==> config.mk <==
export PLATFORM = sky130hd
export DESIGN_NAME = xtmr_bank
export DESIGN_NICKNAME = d
export VERILOG_FILES = /design/src/rtl/xtmr_pkg.sv /design/src/rtl/xtmr_tick_sel.sv /design/src/rtl/xtmr_cmp.sv /design/src/rtl/xtmr_bank.sv
export SDC_FILE = /design/constraint.sdc
export NUM_CORES = 2
export LEC_CHECK = 0
export BUFFER_PORTS_ARGS = -buffer_cell sky130_fd_sc_hd__buf_2
export CELL_PAD_IN_SITES_DETAIL_PLACEMENT = 1
export CELL_PAD_IN_SITES_GLOBAL_PLACEMENT = 1
export CORE_ASPECT_RATIO = 0.7
export CORE_MARGIN = 2
export CORE_UTILIZATION = 25
export DETAILED_ROUTE_END_ITERATION = 12
export GPL_TIMING_DRIVEN = 0
export MAX_ROUTING_LAYER = met4
export PLACE_DENSITY_LB_ADDON = 0.1
export SYNTH_ARGS = -nofsm -noshare
export SYNTH_HDL_FRONTEND = slang
export SYNTH_SLANG_ARGS = --single-unit
export TNS_END_PERCENT = 10
==> constraint.sdc <==
create_clock -name clk -period 11.6 [get_ports clk]
set_clock_uncertainty 0.15 [all_clocks]
set_input_delay 0.58 -clock clk [delete_from_list [all_inputs] [get_ports clk]]
set_output_delay 0.58 -clock clk [all_outputs]
set_load 0.02 [all_outputs]
==> src/rtl/xtmr_pkg.sv <==
package xtmr_pkg;
  localparam int NCH   = 8;   // channels 4..11 held as index 0..7
  localparam int CH0   = 4;   // channel number of index 0 / status bit base
  localparam int CTLW  = 10;  // widest control word
  localparam int NSRC  = 5;   // tick strobes
  localparam int ADW   = 8;   // register address width
  localparam int IDXW  = $clog2(NCH);

  localparam logic [ADW-1:0] A_SNAP = 8'h20;
  localparam logic [ADW-1:0] A_STAT = 8'h14;
  localparam logic [ADW-1:0] A_IEN  = 8'h1C;
  localparam logic [2:0]     RG_CNT = 3'b010;
  localparam logic [2:0]     RG_MAT = 3'b100;
  localparam logic [2:0]     RG_CTL = 3'b110;

  localparam int B_CLR  = 3;
  localparam int B_PER  = 6;
  localparam int B_OWN  = 7;
  localparam int B_HALT = 8;
  localparam int B_SNAP = 9;

  typedef enum logic [2:0] {
    SRC_OFF = 3'd0,
    SRC_S0  = 3'd1,
    SRC_S1  = 3'd2,
    SRC_S2  = 3'd3,
    SRC_S3  = 3'd4,
    SRC_S4  = 3'd5,
    SRC_X6  = 3'd6,
    SRC_X7  = 3'd7
  } src_e;

  // index of the counter that heads the group of a channel index
  function automatic int grp_head(input int ch);
    if (ch < 4) return 0;
    else if (ch < 6) return 4;
    else return 6;
  endfunction
endpackage

==> src/rtl/xtmr_tick_sel.sv <==
module xtmr_tick_sel
  import xtmr_pkg::*;
#(
  parameter bit PRIMARY = 1'b1,
  parameter bit WIDE    = 1'b0
) (
  input  logic [CTLW-1:0] ctrl,
  input  logic [NSRC-1:0] strobe,
  output logic            tick
);
  src_e sel;
  logic raw;
  logic parked;
  logic halted;
  logic unused_ctl;

  assign sel        = src_e'(ctrl[2:0]);
  assign unused_ctl = ^{ctrl[B_SNAP], ctrl[B_PER:B_CLR]};

  always_comb begin
    case (sel)
      SRC_S0:  raw = strobe[0];
      SRC_S1:  raw = strobe[1];
      SRC_S2:  raw = strobe[2];
      SRC_S3:  raw = strobe[3];
      SRC_S4:  raw = strobe[4];
      default: raw = 1'b0;
    endcase
  end

  generate
    if (PRIMARY) begin : g_head
      assign parked = 1'b0;
    end else begin : g_member
      assign parked = !ctrl[B_OWN];
    end
    if (WIDE) begin : g_wide
      assign halted = ctrl[B_HALT];
    end else begin : g_narrow
      assign halted = 1'b0;
    end
  endgenerate

  assign tick = raw && !parked && !halted;
endmodule

==> src/rtl/xtmr_cmp.sv <==
module xtmr_cmp #(
  parameter int CW = 32
) (
  input  logic [CW-1:0] cnt,
  input  logic          tick,
  input  logic [CW-1:0] match,
  input  logic          armed,
  output logic          hit
);
  logic [CW-1:0] nxt;
  assign nxt = cnt + CW'(1);
  assign hit = armed && tick && (nxt == match);
endmodule

==> src/rtl/xtmr_bank.sv <==
module xtmr_bank
  import xtmr_pkg::*;
#(
  parameter int CW = 32,
  parameter int DW = 32
) (
  input  logic            clk,
  input  logic            rst,
  input  logic            wr_en,
  input  logic            rd_en,
  input  logic [ADW-1:0]  addr,
  input  logic [DW-1:0]   wdata,
  output logic [DW-1:0]   rd_data,
  output logic            rd_valid,
  input  logic [NSRC-1:0] tick_src,
  output logic            irq
);
  logic [NCH-1:0][CW-1:0]   cnt_q;
  logic [NCH-1:0][CW-1:0]   mat_q;
  logic [NCH-1:0][CTLW-1:0] ctrl_q;
  logic [NCH-1:0]           armed_q;
  logic [NCH-1:0]           stat_q;
  logic [NCH-1:0]           ien_q;
  logic [CW-1:0]            snap_q;
  logic                     irq_q;

  logic [NCH-1:0]           tick;
  logic [NCH-1:0]           sel_tick;
  logic [NCH-1:0][CW-1:0]   sel_cnt;
  logic [NCH-1:0][IDXW-1:0] src_ch;
  logic [NCH-1:0]           hit;
  logic [NCH-1:0]           clr_req;
  logic [NCH-1:0]           wr_cnt, wr_mat, wr_ctl;
  logic [NCH-1:0]           stat_d;
  logic                     is_word;
  logic [2:0]               rg;
  logic [IDXW-1:0]          idx;
  logic                     wr_stat, wr_ien;
  logic                     snap_take;
  logic [DW-1:0]            rd_mux;

  // address decode
  assign rg      = addr[7:5];
  assign idx     = addr[2 +: IDXW];
  assign is_word = (addr[1:0] == 2'b00);
  assign wr_stat = wr_en && (addr == A_STAT);
  assign wr_ien  = wr_en && (addr == A_IEN);

  generate
    for (genvar g = 0; g < NCH; g++) begin : g_ch
      localparam int  HEAD = grp_head(g);
      localparam bit  WIDE = (g >= 4);
      localparam logic [CTLW-1:0] KEEP = WIDE ? {CTLW{1'b1}} : CTLW'(8'hFF);

      assign wr_cnt[g] = wr_en && is_word && (rg == RG_CNT) && (idx == IDXW'(g));
      assign wr_mat[g] = wr_en && is_word && (rg == RG_MAT) && (idx == IDXW'(g));
      assign wr_ctl[g] = wr_en && is_word && (rg == RG_CTL) && (idx == IDXW'(g));

      xtmr_tick_sel #(.PRIMARY(HEAD == g), .WIDE(WIDE)) u_ts (
        .ctrl   (ctrl_q[g]),
        .strobe (tick_src),
        .tick   (tick[g])
      );

      assign src_ch[g]   = ctrl_q[g][B_OWN] ? IDXW'(g) : IDXW'(HEAD);
      assign sel_cnt[g]  = cnt_q[src_ch[g]];
      assign sel_tick[g] = tick[src_ch[g]];

      xtmr_cmp #(.CW(CW)) u_cmp (
        .cnt   (sel_cnt[g]),
        .tick  (sel_tick[g]),
        .match (mat_q[g]),
        .armed (armed_q[g]),
        .hit   (hit[g])
      );

      always_ff @(posedge clk) begin
        if (rst) begin
          ctrl_q[g] <= '0;
        end else if (wr_ctl[g]) begin
          ctrl_q[g] <= wdata[CTLW-1:0] & KEEP;
        end
      end

      always_ff @(posedge clk) begin
        if (rst) begin
          mat_q[g]   <= '0;
          armed_q[g] <= 1'b0;
        end else if (wr_mat[g]) begin
          mat_q[g]   <= wdata[CW-1:0];
          armed_q[g] <= 1'b1;
        end else if (hit[g] && !ctrl_q[g][B_PER]) begin
          armed_q[g] <= 1'b0;
        end
      end

      always_ff @(posedge clk) begin
        if (rst) begin
          cnt_q[g] <= '0;
        end else if (wr_cnt[g]) begin
          cnt_q[g] <= wdata[CW-1:0];
        end else if (clr_req[g]) begin
          cnt_q[g] <= '0;
        end else if (tick[g]) begin
          cnt_q[g] <= cnt_q[g] + CW'(1);
        end
      end
    end
  endgenerate

  // clear-on-match requests routed to the counter each channel watches
  always_comb begin
    clr_req = '0;
    for (int j = 0; j < NCH; j++) begin
      if (hit[j] && ctrl_q[j][B_CLR]) clr_req[src_ch[j]] = 1'b1;
    end
  end

  // status: new matches win over a clear in the same cycle
  assign stat_d = (stat_q & ~(wr_stat ? wdata[CH0 +: NCH] : '0)) | (hit & ien_q);

  always_ff @(posedge clk) begin
    if (rst) begin
      stat_q <= '0;
      ien_q  <= '0;
      irq_q  <= 1'b0;
    end else begin
      stat_q <= stat_d;
      irq_q  <= |stat_d;
      if (wr_ien) ien_q <= wdata[CH0 +: NCH];
    end
  end

  // snapshot: reading the odd member of a two-channel group grabs its head
  assign snap_take = rd_en && is_word && (rg == RG_CNT) && idx[IDXW-1] && idx[0]
                     && ctrl_q[idx][B_SNAP];

  always_ff @(posedge clk) begin
    if (rst) begin
      snap_q <= '0;
    end else if (snap_take) begin
      snap_q <= cnt_q[idx - IDXW'(1)];
    end
  end

  always_comb begin
    rd_mux = '0;
    if (addr == A_SNAP) begin
      rd_mux = DW'(snap_q);
    end else if (addr == A_STAT) begin
      rd_mux[CH0 +: NCH] = stat_q;
    end else if (addr == A_IEN) begin
      rd_mux[CH0 +: NCH] = ien_q;
    end else if (is_word) begin
      case (rg)
        RG_CNT:  rd_mux = DW'(cnt_q[idx]);
        RG_MAT:  rd_mux = DW'(mat_q[idx]);
        RG_CTL:  rd_mux = DW'(ctrl_q[idx]);
        default: rd_mux = '0;
      endcase
    end
  end

  always_ff @(posedge clk) begin
    if (rst) begin
      rd_valid <= 1'b0;
      rd_data  <= '0;
    end else begin
      rd_valid <= rd_en;
      if (rd_en) rd_data <= rd_mux;
    end
  end

  assign irq = irq_q;
endmodule

Word level (Yosys, flattened, before mapping)
Cells that the tools add are included.

Bits in registers: 674. Output and inout port bits: 34. Logic and storage cells: 355.

Add/subtract/negate cells: 14. $lt $le $gt $ge: 12. Equality and inequality tests: 61. Multiplexer cells: 109. Bitwise gates (word level): 9. Reduce and logical (&&, ||, !) cells: 112.

Operator list (count): two-way mux 32 bit (34); binary-select mux 32 bit (select 3 bit) (8); adder 32 x 1 -> 32 bit (second input constant) (13); == test 32 bit (8); case mux 32 bit (3 select lines) (1); logical AND 1 bit (81); == test 3 bit (second input constant) (22); two-way mux 8 bit (8); == test 3 x 2 -> 1 bit (second input constant) (19); OR 8 bit (6); two-way mux 20 bit (2); case mux 1 bit (5 select lines) (8); binary-select mux 10 bit (select 3 bit) (1); two-way mux 1 bit (30); == test 3 x 1 -> 1 bit (second input constant) (9); nonzero test 3 bit (8); bitwise AND 8 bit (2); == test 8 x 5 -> 1 bit (second input constant) (2); less-than comparator 3 x 4 -> 1 bit (second input constant) (4); nonzero test 2 bit (8); binary-select mux 1 bit (select 3 bit) (5); demux 1 bit (select 3 bit) (5); zero test 1 bit (12); two-way mux 10 bit (1); other kinds (15) (20).

Longest topological paths before layout
Word-level depth: 22. Mapped depth: 21.

Modules after synthesis
A second synthesis with hierarchy kept.

Cell total of the unflattened synthesis: 5962. Area total of the unflattened synthesis: 47961.0 um2.

Modules (own cells, without submodules): xtmr_bank (instances 1, cells each 4731, area each 39033.7 um2, seq. area each 13492.9 um2); xtmr_cmp at g_ch[2].u_cmp ... (instances 6, cells each 142, area each 1032.2 um2, seq. area each 0.0 um2); xtmr_cmp at g_ch[0].u_cmp ... (instances 2, cells each 161, area each 1148.6 um2, seq. area each 0.0 um2); xtmr_tick_sel at g_ch[1].u_ts ... (instances 3, cells each 7, area each 53.8 um2, seq. area each 0.0 um2); xtmr_tick_sel at g_ch[4].u_ts ... (instances 2, cells each 7, area each 62.6 um2, seq. area each 0.0 um2); xtmr_tick_sel at g_ch[5].u_ts ... (instances 2, cells each 7, area each 51.3 um2, seq. area each 0.0 um2); xtmr_tick_sel at g_ch[0].u_ts (instances 1, cells each 8, area each 47.5 um2, seq. area each 0.0 um2).

Worst setup path after synthesis
No wires, ideal clock.

Path type: flip-flop to flip-flop. From: register ctrl_q[17] (netlist name). To: register cnt_q[17] (netlist name). Arrival time: 4.713 ns. Required time: 11.331 ns. Path slack: 6.617 ns. Cell stages (with the launch flop): 21. Buffers on the path: 9. Period minus slack after synthesis: 4.983 ns. Cells stage by stage: dfxtp_1 -> buf_6 -> buf_8 -> buf_6 -> buf_6 -> buf_2 -> buf_2 -> buf_2 -> mux2_2 -> ha_1 -> and4_1 -> o21a_1 -> clkbuf_1 -> and4_1 -> a211oi_1 -> o22ai_1 -> or4_4 -> or3_4 -> o311ai_4 -> buf_6 -> o21ai_2.

Cells in the longest elaborated chain, start to end: 20. Elaborated cells between the ends (all ways): 51. Classes of those cells: add/sub: 1; order compare: 2; eq/ne: 1; mux: 24; bitwise: 5; reduce/logical: 18.

RTL lines: start: declaration (line xtmr_bank.sv:20) `logic [NCH-1:0][CTLW-1:0] ctrl_q;`; start signal: indexed assignment (line xtmr_bank.sv:81) `ctrl_q[g] <= wdata[CTLW-1:0] & KEEP;`; two-way mux 1 bit (line xtmr_bank.sv:65) `assign src_ch[g] = ctrl_q[g][B_OWN] ? IDXW'(g) : IDXW'(HEAD);`; binary-select mux 32 bit (select 3 bit) (line xtmr_bank.sv:66) `assign sel_cnt[g] = cnt_q[src_ch[g]];`; two-way mux 32 bit (implied by the code) (line xtmr_bank.sv:66); adder 32 x 1 -> 32 bit (line xtmr_cmp.sv:11) `assign nxt = cnt + CW'(1);`; == test 32 bit (line xtmr_cmp.sv:12) `assign hit = armed && tick && (nxt == match);`; logical AND 1 bit (line xtmr_cmp.sv:12); logical AND 1 bit (line xtmr_bank.sv:115) `if (hit[j] && ctrl_q[j][B_CLR]) clr_req[src_ch[j]] = 1'b1;`; two-way mux 8 bit (line xtmr_bank.sv:115); [... 4 more ...]; two-way mux 5 bit (line xtmr_bank.sv:115); OR 8 bit (no line); two-way mux 8 bit (line xtmr_bank.sv:115); two-way mux 7 bit (line xtmr_bank.sv:115); OR 8 bit (no line); two-way mux 8 bit * (line xtmr_bank.sv:115); two-way mux 32 bit (line xtmr_bank.sv:102) `end else if (clr_req[g]) begin`; two-way mux 32 bit (line xtmr_bank.sv:100) `end else if (wr_cnt[g]) begin`; end signal: indexed assignment (line xtmr_bank.sv:101) `cnt_q[g] <= wdata[CW-1:0];`; end signal: indexed assignment (line xtmr_bank.sv:105) `cnt_q[g] <= cnt_q[g] + CW'(1);`; end: declaration (line xtmr_bank.sv:18) `logic [NCH-1:0][CW-1:0] cnt_q;`.

Every way passes the cells marked *; elsewhere a longest branch is shown, timed or not. The select of a mux whose other input is x is not followed. A chain may end at the register's enable or synchronous reset.

Worst setup path after layout
From: register ctrl_q[57] (netlist name). To: register cnt_q[148] (netlist name).

Cells in the longest elaborated chain, start to end: 20. Elaborated cells between the ends (all ways): 51. Classes of those cells: add/sub: 1; order compare: 2; eq/ne: 1; mux: 24; bitwise: 4; reduce/logical: 19.

RTL lines (line): branches (longest 17 deep; another with adder 32 x 1 -> 32 bit); two-way mux 8 bit * (xtmr_bank.sv:115); two-way mux 32 bit (xtmr_bank.sv:102); two-way mux 32 bit (xtmr_bank.sv:100).

Mark *: on every way between the ends. The select of a mux whose other input is x is not followed.

==> run metrics <==
cts bufs inserted 88; f_max 108 MHz; share of cells above drive strength 1 0.106; Post-synth EDFFs 0; Avg Cell Area, Syn about 7.8 um2; WL final 414 mm; CP top delay family buffers and inverters; unrepaired setup endpoints after global routing no; Peak VDD IR about 0.00010 V; RR Startpoint ctrl_q[57]; largest net degree at the start of global routing 14; Root Buffer clkbuf_16; DRC 0; most frequent cells in the layout 1144 x nand2_1, 674 x dfxtp_1, 601 x a21oi_1; Slew Viols, Final slightly above 200; Power, Total 5.93 mW; TritonCTS clock tree built; Req. time, crit path 12.00 ns; setup TNS 0 ns; Cell Count, Final, Fillers Out 9246; Slew @ Worst Pin 1.68 ns; Slowest-stage cell, CP clkbuf_1; 1st-iter DRT viols ~11000; cell area after synthesis 0.0495 mm2; critical-path cell list buf_2 -> buf_2 -> buf_2 -> clkbuf_1 -> clkbuf_1 -> mux2_2 -> ha_1 -> clkbuf_2 -> inv_1 -> o32ai_1 -> nand4_1 -> xnor2_1 -> o21ai_0 -> or4_1 -> nor4_2 -> nand3b_1 -> clkbuf_1 -> a22oi_1 -> nor2_1; Die Area between 0.2 and 0.25 mm2; DP Wirelength 335 mm; # IOs 83; syn_nets 6427; sequential-to-total area share from yosys stat 0.273; ys async rst share 0; Die Y approximately 380 um; status complete, but fails checks; nets@finish about 6600; hold path endpoint cnt_q[226]; delay of the slowest critical-path stage 1.08 ns; Pre-Repair DR Iteration Count 8; Setup crit start kind register; r2r setup slk 2.37 ns; Die Width 536 um; vias in the first global route 53200; Final Hold Viols 0; via count 58800; R2R depth 19; floorplan row count 136; placed cells 9055; Critical Path End Type register; final setup fails 0; Synth Register Bits approximately 670; Num Clock Sinks around 670; grt ovf 0; crit path max fanout 10; fin crit period around 9 ns; Hold Crit Start wdata[2]; Netlist cell types 100; drt wl/cell between 40 and 50 um; core area 0.197 mm2; CTS resizes 0; min-delay worst type in -> reg; vias per std cell about 6.4; YS warnings 0; area grow syn2layout 14.4%; H-tree depth 3; GP Congestion 1.05; max-capacitance violation count 25; Critical Path AT 9.63 ns; relative slew slack -0.122; Crit path buffers/inverters 8; starting density of the core 0.252; Mapped Cells 6360; fin crit share 0.796; Worst-Skew Late Latency around 0.76 ns; failing checks capacitance limit, slew limit; commonest non-fill, non-tap cell in the layout nand2_1; port bufs between 50 and 60; WS Path Type reg -> reg; Hold-fix buffers, CTS 0; Core Util, Final 0.288; GRT Overall Usage 0.410; postcts setup bufs 0; first-pass GRT wire length around 540 mm; r2r endpoint cnt_q[148]; antenna viol nets, final 0; Leak roughly 17 nW; Clock transition at path regs around 0.06 ns; ys flop type dfxtp_1; hold path cells 3; initial antenna violation count 62; Longest Clk Path Bufs 3; PwrDens 105 mW/mm2
-- registers in the layout, summed over array words and instances, names as in the netlist --
signal    cells
rd_valid      1
irq           1
snap_q       32
mat_q       256
cnt_q       256
rd_data      32
ctrl_q       72
ien_q         8
armed_q       8
stat_q        8
-- per-layer routing --
metal | part of all wire | track usage | vias up
met5 | 0 | - | -
met4 | 0.027 | 0.0962 | 0
met3 | 0.15 | 0.171 | 429
met2 | 0.35 | 0.478 | 4037
met1 | 0.47 | 0.618 | 30900
li1 | - | - | 23500
-- cell families after synthesis --
group / after synthesis / synth area share
AND/OR/NAND/NOR: 2603 / 0.249
AO/OA/AOI/OAI: 1411 / 0.180
buffers and inverters: 691 / 0.0564
flip-flops: 674 / 0.273
multiplexers: 518 / 0.159
XOR/XNOR: 445 / 0.0788
adder cells (fa/ha/maj): 18 / 0.00455
-- worst max path at each step --
stage                    start    endpoint  slack [ns]  cells past startpoint
floorplan           ctrl_q[17]   cnt_q[17]        6.62                     20
global placement    ctrl_q[57]  cnt_q[158]        1.11                     19
detailed placement  ctrl_q[17]   cnt_q[57]        3.03                     21
CTS                 ctrl_q[17]   cnt_q[57]        3.01                     21
global route        ctrl_q[57]  cnt_q[150]        2.52                     19
finish              ctrl_q[57]  cnt_q[148]        2.37                     19
-- synthesized netlist by cell type, types with 18 or more instances --
library cell	instances	area share
nor2_1	384	0.029
nand2_1	1144	0.087
and2_1	29	0.0037
a31oi_1	39	0.0049
nand3_1	346	0.035
clkbuf_1	494	0.037
dfxtp_1	674	0.27
or4_1	23	0.0035
mux2_2	31	0.0071
o21ai_0	172	0.017
a22oi_1	107	0.016
xor2_1	133	0.024
or3_1	28	0.0035
nand4b_1	28	0.0050
o21ai_2	20	0.0035
mux4_2	210	0.096
buf_2	63	0.0064
nand2b_1	33	0.0042
nor2b_1	32	0.0040
ha_1	18	0.0046
xnor2_1	312	0.055
and4_1	39	0.0069
o22ai_1	55	0.0070
mux2i_1	276	0.056
nand3b_1	40	0.0061
nor3_1	141	0.014
nand4_1	141	0.018
and3_1	48	0.0061
nor4_1	59	0.0075
inv_1	63	0.0048
o31a_1	24	0.0042
a21oi_1	601	0.061
a211oi_1	155	0.024
a221oi_1	23	0.0041
buf_1	43	0.0033
-- stage by stage --
stage               setup WS, ns  hold slack, ns  instance area (um2)
floorplan                   6.62           0.283                49500
global placement            1.11           0.292                53000
detailed placement          3.03           0.302                53500
CTS                         3.01          0.0313                56500
global route                2.52          0.0916                56600
finish                      2.37           0.107                56600
-- worst register-to-register path: stages, from the launching register on --
cell and delay, ns:
dfxtp_1 0.53, buf_2 0.31, buf_2 0.38, buf_2 0.44, clkbuf_1 0.65, clkbuf_1 1.08, mux2_2 0.38, ha_1 0.15
clkbuf_2 0.21, inv_1 0.11, o32ai_1 0.99, nand4_1 0.63, xnor2_1 0.33, o21ai_0 0.16, or4_1 0.65, nor4_2 0.70
nand3b_1 0.42, clkbuf_1 0.45, a22oi_1 0.27, nor2_1 0.06
-- report_power, final --
part / switching, mW / leakage (nW) / internal (mW)
Clock: 1.36 / 1.49 / 1.73
Sequential: 0.00897 / 5.43 / 2.32
Combinational: 0.421 / 10.5 / 0.0938
-- final cells by class --
cell class,instances,area [um2]
well taps,2622,3280
flip-flops and latches,674,13500
fillers,23500,140000
clock buffers,124,2620
diodes,27,67.6
clock inverters,38,405
plain buffers,627,2620
repair buffers,75,548
inverters,64,240
multi-input cells,4995,33300
No activity file was read; power rests on OpenSTA's default activity.
